$ cat src/rtl/ssc_pkg.sv
`timescale 1ns/1ps
// ssc_pkg: shared encodings for the spread-spectrum offset generator.
// Assumes: one bit each for spread style and sweep rate.
package ssc_pkg;
    typedef enum logic {SPREAD_CENTER = 1'b0, SPREAD_DOWN = 1'b1} spread_mode_e;
    typedef enum logic {RATE_SLOW = 1'b0, RATE_FAST = 1'b1} mod_rate_e;
endpackage

$ cat src/rtl/ssc_cfg_reg.sv
`timescale 1ns/1ps
// ssc_cfg_reg: holds the active sweep settings and turns the depth code
// into an amplitude in offset LSBs.
// Assumes: load is high while disabled and at each sweep minimum.
module ssc_cfg_reg import ssc_pkg::*; #(
    parameter int DEV_W    = 5,
    parameter int DEV_MAX  = 16,
    parameter int STEP_LSB = 82,
    parameter int AMP_W    = 11
) (
    input  logic             clk,
    input  logic             rst_n,
    input  logic             load,
    input  logic             mode_down,
    input  logic             rate_fast,
    input  logic [DEV_W-1:0] dev_code,
    output spread_mode_e     mode_q,
    output mod_rate_e        rate_q,
    output logic [AMP_W-1:0] amp_q
);
    logic [DEV_W-1:0] dev_eff;
    logic [AMP_W-1:0] amp_n;

    // Clamp the depth code and scale it into an amplitude.
    always_comb begin
        if ({1'b0, dev_code} > (DEV_W+1)'(DEV_MAX))
            dev_eff = DEV_W'(DEV_MAX);
        else
            dev_eff = dev_code;
        amp_n = AMP_W'(dev_eff) * AMP_W'(STEP_LSB);
    end

    // Capture the settings on load, otherwise hold them.
    always_ff @(posedge clk) begin
        if (!rst_n) begin
            mode_q <= SPREAD_CENTER;
            rate_q <= RATE_SLOW;
            amp_q  <= '0;
        end else if (load) begin
            mode_q <= mode_down ? SPREAD_DOWN : SPREAD_CENTER;
            rate_q <= rate_fast ? RATE_FAST : RATE_SLOW;
            amp_q  <= amp_n;
        end
    end
endmodule

$ cat src/rtl/ssc_phase_ctr.sv
`timescale 1ns/1ps
// ssc_phase_ctr: up/down phase counter that walks 0..H..0 one step per clock.
// Assumes: H is a power of two picked by fast_sel; the counter parks at H/2,
// rising, whenever run is low.
module ssc_phase_ctr #(
    parameter int HL_FAST = 8,
    parameter int HL_SLOW = 10,
    parameter int PW      = 11
) (
    input  logic          clk,
    input  logic          rst_n,
    input  logic          run,
    input  logic          fast_sel,
    output logic [PW-1:0] phase_nxt,
    output logic          wrap_nxt
);
    localparam logic [PW-1:0] ONE    = {{(PW-1){1'b0}}, 1'b1};
    localparam logic [PW-1:0] HALF_F = ONE << HL_FAST;
    localparam logic [PW-1:0] HALF_S = ONE << HL_SLOW;

    logic [PW-1:0] phase_q;
    logic          up_q;
    logic          up_nxt;
    logic [PW-1:0] half;
    logic [PW-1:0] mid;

    assign half = fast_sel ? HALF_F : HALF_S;
    assign mid  = half >> 1;

    // Next phase and direction; reverse on reaching either end.
    always_comb begin
        if (up_q) begin
            phase_nxt = phase_q + ONE;
            up_nxt    = (phase_nxt != half);
        end else begin
            phase_nxt = phase_q - ONE;
            up_nxt    = (phase_q == ONE);
        end
        wrap_nxt = run && !up_q && (phase_q == ONE);
    end

    // Advance while running, park at the midpoint otherwise.
    always_ff @(posedge clk) begin
        if (!rst_n) begin
            phase_q <= HALF_S >> 1;
            up_q    <= 1'b1;
        end else if (!run) begin
            phase_q <= mid;
            up_q    <= 1'b1;
        end else begin
            phase_q <= phase_nxt;
            up_q    <= up_nxt;
        end
    end
endmodule

$ cat src/rtl/ssc_shaper.sv
`timescale 1ns/1ps
// ssc_shaper: maps phase and amplitude to the signed offset word and registers it.
// Assumes: phase lies in 0..H, so the scaled ramp never exceeds 2*amp.
module ssc_shaper import ssc_pkg::*; #(
    parameter int AMP_W   = 11,
    parameter int PW      = 11,
    parameter int OFS_W   = 16,
    parameter int HL_FAST = 8,
    parameter int HL_SLOW = 10
) (
    input  logic                    clk,
    input  logic                    rst_n,
    input  logic                    run,
    input  logic [PW-1:0]           phase_nxt,
    input  logic [AMP_W-1:0]        amp,
    input  spread_mode_e            mode,
    input  mod_rate_e               rate,
    output logic signed [OFS_W-1:0] offset_q
);
    localparam int PROD_W = AMP_W + 1 + PW;

    logic [AMP_W:0]           span;
    logic [PROD_W-1:0]        prod;
    logic [AMP_W:0]           ramp;
    logic signed [OFS_W-1:0]  ramp_s;
    logic signed [OFS_W-1:0]  base_s;
    logic signed [OFS_W-1:0]  off_n;

    assign span = {amp, 1'b0};
    assign prod = PROD_W'(span) * PROD_W'(phase_nxt);

    // Divide by H: a fixed shift when both rates match, a mux otherwise.
    generate
        if (HL_FAST == HL_SLOW) begin : g_one_rate
            assign ramp = (AMP_W+1)'(prod >> HL_FAST);
        end else begin : g_two_rates
            assign ramp = (rate == RATE_FAST) ? (AMP_W+1)'(prod >> HL_FAST)
                                              : (AMP_W+1)'(prod >> HL_SLOW);
        end
    endgenerate

    // Shift the ramp down by A (center) or 2A (down) to place the sweep.
    always_comb begin
        ramp_s = OFS_W'(ramp);
        base_s = (mode == SPREAD_DOWN) ? OFS_W'(span) : OFS_W'(amp);
        off_n  = ramp_s - base_s;
    end

    // Output register, forced to zero when not running.
    always_ff @(posedge clk) begin
        if (!rst_n)
            offset_q <= '0;
        else if (!run)
            offset_q <= '0;
        else
            offset_q <= off_n;
    end
endmodule

$ cat src/rtl/ssc_tri_gen.sv
`timescale 1ns/1ps
// ssc_tri_gen: triangular spread-spectrum offset generator (top).
// Assumes: the sample clock is steady; settings are applied at sweep minima.
module ssc_tri_gen import ssc_pkg::*; #(
    parameter int OFS_W    = 16,
    parameter int DEV_W    = 5,
    parameter int DEV_MAX  = 16,
    parameter int STEP_LSB = 82,
    parameter int HL_FAST  = 8,
    parameter int HL_SLOW  = 10
) (
    input  logic                    clk,
    input  logic                    rst_n,
    input  logic                    en,
    input  logic                    mode_down,
    input  logic                    rate_fast,
    input  logic [DEV_W-1:0]        dev_code,
    output logic signed [OFS_W-1:0] offset,
    output logic                    cycle_flag
);
    localparam int AMP_MAX  = DEV_MAX * STEP_LSB;
    localparam int AMP_W    = $clog2(AMP_MAX + 1);
    localparam int HL_MAX   = (HL_SLOW > HL_FAST) ? HL_SLOW : HL_FAST;
    localparam int HL_MIN   = (HL_SLOW > HL_FAST) ? HL_FAST : HL_SLOW;
    localparam int PW       = HL_MAX + 1;
    localparam int MAX_STEP = ((2 * AMP_MAX) >> HL_MIN) + 1;

    spread_mode_e      mode_q;
    mod_rate_e         rate_q;
    logic [AMP_W-1:0]  amp_q;
    logic [PW-1:0]     phase_nxt;
    logic              wrap_nxt;
    logic              load;
    logic              fast_sel;

    // Settings follow the inputs while idle and refresh at each minimum.
    assign load     = !en || wrap_nxt;
    assign fast_sel = en ? (rate_q == RATE_FAST) : rate_fast;

    ssc_cfg_reg #(
        .DEV_W(DEV_W), .DEV_MAX(DEV_MAX), .STEP_LSB(STEP_LSB), .AMP_W(AMP_W)
    ) u_cfg (
        .clk(clk), .rst_n(rst_n), .load(load),
        .mode_down(mode_down), .rate_fast(rate_fast), .dev_code(dev_code),
        .mode_q(mode_q), .rate_q(rate_q), .amp_q(amp_q)
    );

    ssc_phase_ctr #(
        .HL_FAST(HL_FAST), .HL_SLOW(HL_SLOW), .PW(PW)
    ) u_phase (
        .clk(clk), .rst_n(rst_n), .run(en), .fast_sel(fast_sel),
        .phase_nxt(phase_nxt), .wrap_nxt(wrap_nxt)
    );

    ssc_shaper #(
        .AMP_W(AMP_W), .PW(PW), .OFS_W(OFS_W), .HL_FAST(HL_FAST), .HL_SLOW(HL_SLOW)
    ) u_shape (
        .clk(clk), .rst_n(rst_n), .run(en), .phase_nxt(phase_nxt),
        .amp(amp_q), .mode(mode_q), .rate(rate_q), .offset_q(offset)
    );

    // Cycle-boundary flag, registered alongside the minimum sample.
    always_ff @(posedge clk) begin
        if (!rst_n)
            cycle_flag <= 1'b0;
        else
            cycle_flag <= en && wrap_nxt;
    end
endmodule

$ cat config.mk
export PLATFORM = sky130hd
export DESIGN_NAME = ssc_tri_gen
export DESIGN_NICKNAME = d
export VERILOG_FILES = /design/src/rtl/ssc_pkg.sv /design/src/rtl/ssc_cfg_reg.sv /design/src/rtl/ssc_phase_ctr.sv /design/src/rtl/ssc_shaper.sv /design/src/rtl/ssc_tri_gen.sv
export SDC_FILE = /design/constraint.sdc
export NUM_CORES = 1
export LEC_CHECK = 0
export BUFFER_PORTS_ARGS = -buffer_cell sky130_fd_sc_hd__buf_4
export CAP_MARGIN = 20
export CORE_ASPECT_RATIO = 1.25
export CORE_UTILIZATION = 30
export CTS_CLUSTER_DIAMETER = 80
export CTS_CLUSTER_SIZE = 28
export DETAILED_ROUTE_END_ITERATION = 6
export GPL_TIMING_DRIVEN = 0
export SYNTH_ARGS = -nofsm -noshare
export SYNTH_HDL_FRONTEND = slang
export SYNTH_HIERARCHICAL = 1
export SYNTH_SLANG_ARGS = --single-unit
export TNS_END_PERCENT = 50
$ cat constraint.sdc
create_clock -name clk -period 6.8 [get_ports clk]
set_input_delay 0 -clock clk [delete_from_list [all_inputs] [get_ports clk]]
set_output_delay 0 -clock clk [all_outputs]
set_load 0.03 [all_outputs]
Word level (Yosys, flattened, before mapping)
Index checks and enable logic that the tools add are counted.
Widths: inputs -> output; s select.
Word-level totals
  logic and storage cells: 33
  bits of input ports: 10
  bits in read-only memories: 0
  RAM bits: 0
  bits in latches: 0
  memories: 0
  output and inout port bits: 17
  register bits: 41
Cells by class
  eq/ne operators: 2
  order comparisons: 1
  $add $sub $neg: 3
  multiplexer cells: 10
  multipliers: 2
  bitwise gates (word level): 0
  shifts and indexed selects: 0
  reduce and logical (&&, ||, !) cells: 7
  div/mod/pow operators: 0
Operators with widths (number)
  $mux 12: 2
  $mux 11: 2
  $mul 10x11->20: 1
  $sub 13x16->16: 1
  $add 11x1->11 const B: 1
  $eq 11x1->1 const B: 1
  $ne 11x11->1: 1
  $sub 11x1->11 const B: 1
  $mul 5x6->10 const B: 1
  $mux 10: 1
  $gt 5x5->1 const B: 1
  $mux 5: 1
  $mux 1: 4
  $logic_and 1x1->1: 3
  $logic_not 1->1: 2
  $reduce_and 2->1: 1
  $logic_or 1x1->1: 1

Depth between registers and ports, before layout
  word-level depth: 5
  gate-level depth with buffers: 34
  mapped depth without buffers: 32

By module
Netlist, hierarchy kept.
Modules (own cells, without submodules)
  ssc_shaper: area each 4983.5 µm², times used 1, seq. area each 260.2 µm², cells each 576
  ssc_phase_ctr: area each 909.6 µm², times used 1, seq. area each 240.2 µm², cells each 116
  ssc_cfg_reg: area each 728.2 µm², times used 1, seq. area each 240.2 µm², cells each 77
  ssc_tri_gen: area each 48.8 µm², times used 1, seq. area each 20.0 µm², cells each 4

Worst setup path after synthesis
No wires, ideal clock.
  path kind: reg-to-reg
  start point: register u_phase.phase_q[2]
  end point: register u_shape.offset_q[10]
  cell stages (with the launch flop): 30
  library setup time: 0.128 ns
  period minus slack after synthesis: 7.485 ns
  path slack: -0.685 ns
  arrival: 7.357 ns
  buffers on the path: 3
  required time: 6.672 ns
  path through: dfxtp_1 -> buf_4 -> or4_4 -> or3_4 -> o31ai_1 -> xor2_1 -> clkbuf_1 -> and2_1 -> fa_1 -> fa_1 -> fa_1 -> fa_1 -> inv_1 -> fa_1 -> inv_1 -> ha_1 -> buf_6 -> a21o_1 -> a21o_1 -> a21o_1 -> a21oi_1 -> o31ai_2 -> xnor2_1 -> o21ai_1 -> ha_1 -> or3_1 -> o211ai_1 -> o21ai_0 -> xnor2_1 -> nor2_1
Between the ends
  cells in the longest elaborated chain, start to end: 5
  elaborated cells between the ends (all ways): 6
  those cells by class: 3 x add/sub; 1 x mul; 2 x mux
RTL lines
  from (decl): RTL line ssc_phase_ctr.sv:21  | logic [PW-1:0] phase_q;
  from (signal assigned): RTL line ssc_phase_ctr.sv:45  | phase_q <= HALF_S >> 1;
  from (signal assigned): RTL line ssc_phase_ctr.sv:48  | phase_q <= mid;
  from (signal assigned): RTL line ssc_phase_ctr.sv:51  | phase_q <= phase_nxt;
  $sub 11x1->11 or $add 11x1->11 (tied branches): RTL line ssc_phase_ctr.sv:36, ssc_phase_ctr.sv:33
  $mux 11 (*): RTL line ssc_phase_ctr.sv:32  | if (up_q) begin
  via phase_nxt[9]: RTL line ssc_tri_gen.sv:31  | logic [PW-1:0] phase_nxt;
  $mul 10x11->20 (*): RTL line ssc_shaper.sv:30  | assign prod = PROD_W'(span) * PROD_W'(phase_nxt);
  $mux 12 (*): RTL line ssc_shaper.sv:37  | assign ramp = (rate == RATE_FAST) ? (AMP_W+1)'(prod >> HL_FAST)
  $sub 13x16->16 (*): RTL line ssc_shaper.sv:46  | off_n = ramp_s - base_s;
  to (signal assigned): RTL line ssc_shaper.sv:56  | offset_q <= off_n;
  to (decl): RTL line ssc_shaper.sv:18  | output logic signed [OFS_W-1:0] offset_q
The timed path passes the listed nets; every way through them passes the cells marked *.
A chain may end at the register's enable or synchronous reset.

Worst setup path after layout
  start point: register u_phase.phase_q[4]
  end point: register u_shape.offset_q[10]
Same word-level chain as after synthesis.

==> metrics.md <==
| Metric | Value |
|---|---|
| Status | complete, but fails checks |
| Failing checks | negative setup slack |
| Layout Nets | 1046 |
| CTS sink count | 38 |
| Clock skew | 8.84 ps |
| Syn avg cell area | 8.63 um2 |
| Post-Synthesis Net Count | 941 |
| IO Count | 27 |
| Yosys cell types | 72 |
| Tmin final | 7360 ps |
| PD cells | 123 nW/um2 |
| Fin util | 40.4% |
| Hold endpoint | cycle_flag$_SDFF_PN0_ |
| Largest cells by area after synthesis | fa_1 (24%), ha_1 (15%), dfxtp_1 (11%) |
| Worst-skew pair later-pin latency | 290 ps |
| Number of global-route vias before repair | 5684 |
| Drt total wl | 17800 um |
| Total GRT Usage | 15.7% |
| Initial antenna violation count | 0 |
| Post-synthesis sequential area ratio | 11.4% |
| TNS Setup | -2890 ps |
| Max Freq | 136 MHz |
| Number of nets still failing antenna checks after routing | 0 |
| Synth Register Bits | 38 |
| Number of port buffers | 26 |
| Max-cap violations | 0 |
| DR vias | 5628 |
| Period utilization | 108% |
| DR iter-0 viols | 260 |
| Hold Crit Depth | 2 |
| Reg-to-Reg End | u_shape/offset_q[10]$_SDFF_PN0_ |
| Nature of the critical path startpoint | flip-flop |
| Area Growth Syn to Fin | 31.4% |
| TritonCTS clock tree | yes |
| Post-synth EDFFs | 0 |
| Met2 wire len | 9440 um |
| Async SR Flop Fraction | 0% |
| Wire length per cell | 15.4 um |
| Most numerous cell in the Yosys netlist | inv_1 |
| CP Capture Type | flip-flop |
| Post-DR vias/cell | 4.86 |
| WL met3 | 508 um |
| Yosys warnings | 6 |
| Final count of hold timing violations | 0 |
| Pre-Repair DR Iteration Count | 4 |
| Core ar. | 21700 um2 |
| Share of layout cells above drive strength 1 | 29.8% |
| R2R cell count | 27 |
| Highest net fanout along the worst path | 6 |
| Worst Max-Slew Pin Slew | 720 ps |
| First-pass GRT wire length | 28300 um |
| Worst Path Arrival | 7520 ps |
| Setup WS post-layout | -556 ps |
| Worst reg-to-reg setup slack | -560 ps |
| Die Span Y | 169 um |
| Clock slew at reported path FFs | 60 ps |
| Die area | 22800 um2 |
| Largest net degree at the start of global routing | 17 |
| CTS H-Tree Depth | 2 |
| Setup Crit Path Kind | reg2reg |
| RSZ-0062 raised after global routing | true |
| Gr ovfl total | 0 |
| Gpl congestion | 0.872 |
| Diode count | 0 |
| Rel. slew slack | 50.8% |
| Rows | 60 |
| Highest routed metal layer | met4 |
| Initial Util | 30.7% |
| Slew Limit Fails | 0 |
| Hold Crit Start | en |
| Fillers | 2043 |
| Synth Flop Type | dfxtp_1 |
| Die width | 135 um |
| Hold Path Class | in2reg |
| Leakage | 0.00419 uW |
| CTS root buf | clkbuf_16 |
| Area of the multi-input gates | 5960 um2 |
| DR DRC count | 0 |
| Register Area | 777 um2 |
| DP HPWL | 12900 um |
| Clock Tree Buf Depth | 2 |
| Post-synthesis cell count | 773 |
| Top post-synthesis cells by count | inv_1 (104), nand2_1 (85), fa_1 (80) |
| M1 wire length | 7400 um |
| Inserted Clock Buffers | 5 |
| Setup violations, final | 8 |
| Mapped cell area | 6670 um2 |
| CP required | 6960 ps |
| VDD IR max | 122 uV |
| Largest area contributor in the netlist | fa_1 |
| R2r startpoint | u_phase/phase_q[4]$_SDFF_PN0_ |
| Share of the synthesized area in the top cell type | 24.0% |
==> cell usage in the layout, fill, tap and decap left out, types with 5 or more instances in the layout <==
cell,instances
nor2b_1,18
fa_2,5
ha_1,55
buf_6,6
fa_1,75
and3_1,10
mux2i_1,26
a211o_1,5
o21ai_2,10
a21oi_2,13
inv_1,91
a21oi_1,11
buf_4,103
nand2b_1,5
and2_1,62
xnor2_2,6
nor2_1,19
clkbuf_8,7
nand2_1,84
clkbuf_1,18
a21o_1,9
a31oi_1,6
dfxtp_1,33
o21ai_0,9
nand3_1,5
ha_4,17
inv_2,13
xnor2_1,16
xor2_2,7
clkbuf_16,5
xor2_1,8
ha_2,6
==> worst max-delay path: stages (launching register included) <==
cell and delay [ps]:
dfxtp_4 360, or4_4 540, or3_4 390, o41ai_4 290
xnor2_2 200, clkbuf_8 200, and2_4 140, fa_1 430
fa_1 510, fa_1 550, fa_1 510, inv_1 50
fa_1 500, inv_2 50, ha_4 230, a21o_4 250
a21o_1 170, a21o_1 160, a21oi_2 130, o31ai_2 100
xnor2_2 250, o21ai_1 90, ha_1 300, or3_1 310
o211ai_1 170, o21ai_2 110, xnor2_1 160, nor2_1 50
==> worst max-delay path by stage <==
stage          cells past startpoint                               to                     startpoint  slack, ps
2_1_floorplan                     29  u_shape/offset_q[10]$_SDFF_PN0_  u_phase/phase_q[2]$_SDFF_PN0_       -340
4_1_cts                           28  u_shape/offset_q[10]$_SDFF_PN0_  u_phase/phase_q[3]$_SDFF_PN0_       -680
3_3_place_gp                      30   u_shape/offset_q[9]$_SDFF_PN0_  u_phase/phase_q[0]$_SDFF_PN0_      -1060
3_5_place_dp                      30   u_shape/offset_q[9]$_SDFF_PN0_  u_phase/phase_q[0]$_SDFF_PN0_      -1110
5_1_grt                           28  u_shape/offset_q[11]$_SDFF_PN0_  u_phase/phase_q[4]$_SDFF_PN0_       -770
6_report                          27  u_shape/offset_q[10]$_SDFF_PN0_  u_phase/phase_q[4]$_SDFF_PN0_       -560
==> metal layers <==
layer / up-vias / GRT usage [%]
met5: - / 0
met4: 0 / 5.72
met3: 26 / 1.83
met2: 92 / 29.2
met1: 2799 / 18.1
li1: 2711 / -
==> cell families after synthesis <==
| kind of cell | after synthesis | synth area share (%) |
|---|---|---|
| xor gates and xnor gates | 37 | 4.86 |
| other | 2 | 0.113 |
| AOI/OAI and AO/OA | 115 | 12.5 |
| DFF | 38 | 11.4 |
| muxes | 27 | 4.13 |
| adders and majority gates | 158 | 38.6 |
| and+or+nand+nor | 247 | 19.3 |
| buffers and inverters | 149 | 9.08 |
==> layout make-up <==
cell class / count / share of cell area, %
Buffer: 40 / 3.31
Clock buffer: 5 / 1.43
Clock inverter: 3 / 0.785
Inverter: 105 / 4.50
Multi-Input combinational cell: 586 / 68.0
Sequential cell: 38 / 8.86
Tap cell: 279 / 3.98
Timing Repair Buffer: 102 / 9.11
==> metrics by stage <==
stage,worst slack (ps),area (um2),std cells,hold WS (ps),total power (uW)
after floorplan,-340,6760,773,142,549
after global placement,-1060,7310,1078,274,646
after detailed placement,-1110,7310,1078,265,647
after CTS,-685,8190,1131,66.1,1020
after global routing,-772,8770,1158,71.1,1140
final,-556,8770,1158,64.5,1080
==> registers in the layout (all words and copies together), names as in the netlist <==
signal and flops:
u_shape/offset_q 13, u_phase/phase_q 11, u_cfg/mode_q 1, u_cfg/rate_q 1, u_phase/up_q 1, cycle_flag 1, u_cfg/amp_q 10
==> power by group <==
part,total (uW),internal [uW],switching [uW]
combinational,502,237,264
sequential,255,240,14.4
clock,319,211,108
total,1080,689,387
==> what timing repair did <==
item / CTS / global route
setup buffers: 44 / 30
resized for setup: 73 / 90
pin swaps: 64 / 73
hold endpoints to repair: 2 / 0
hold buffers: 2 / 0
setup endpoints to repair: 11 / 11
Note: power is estimated with default switching activity, not from simulation.
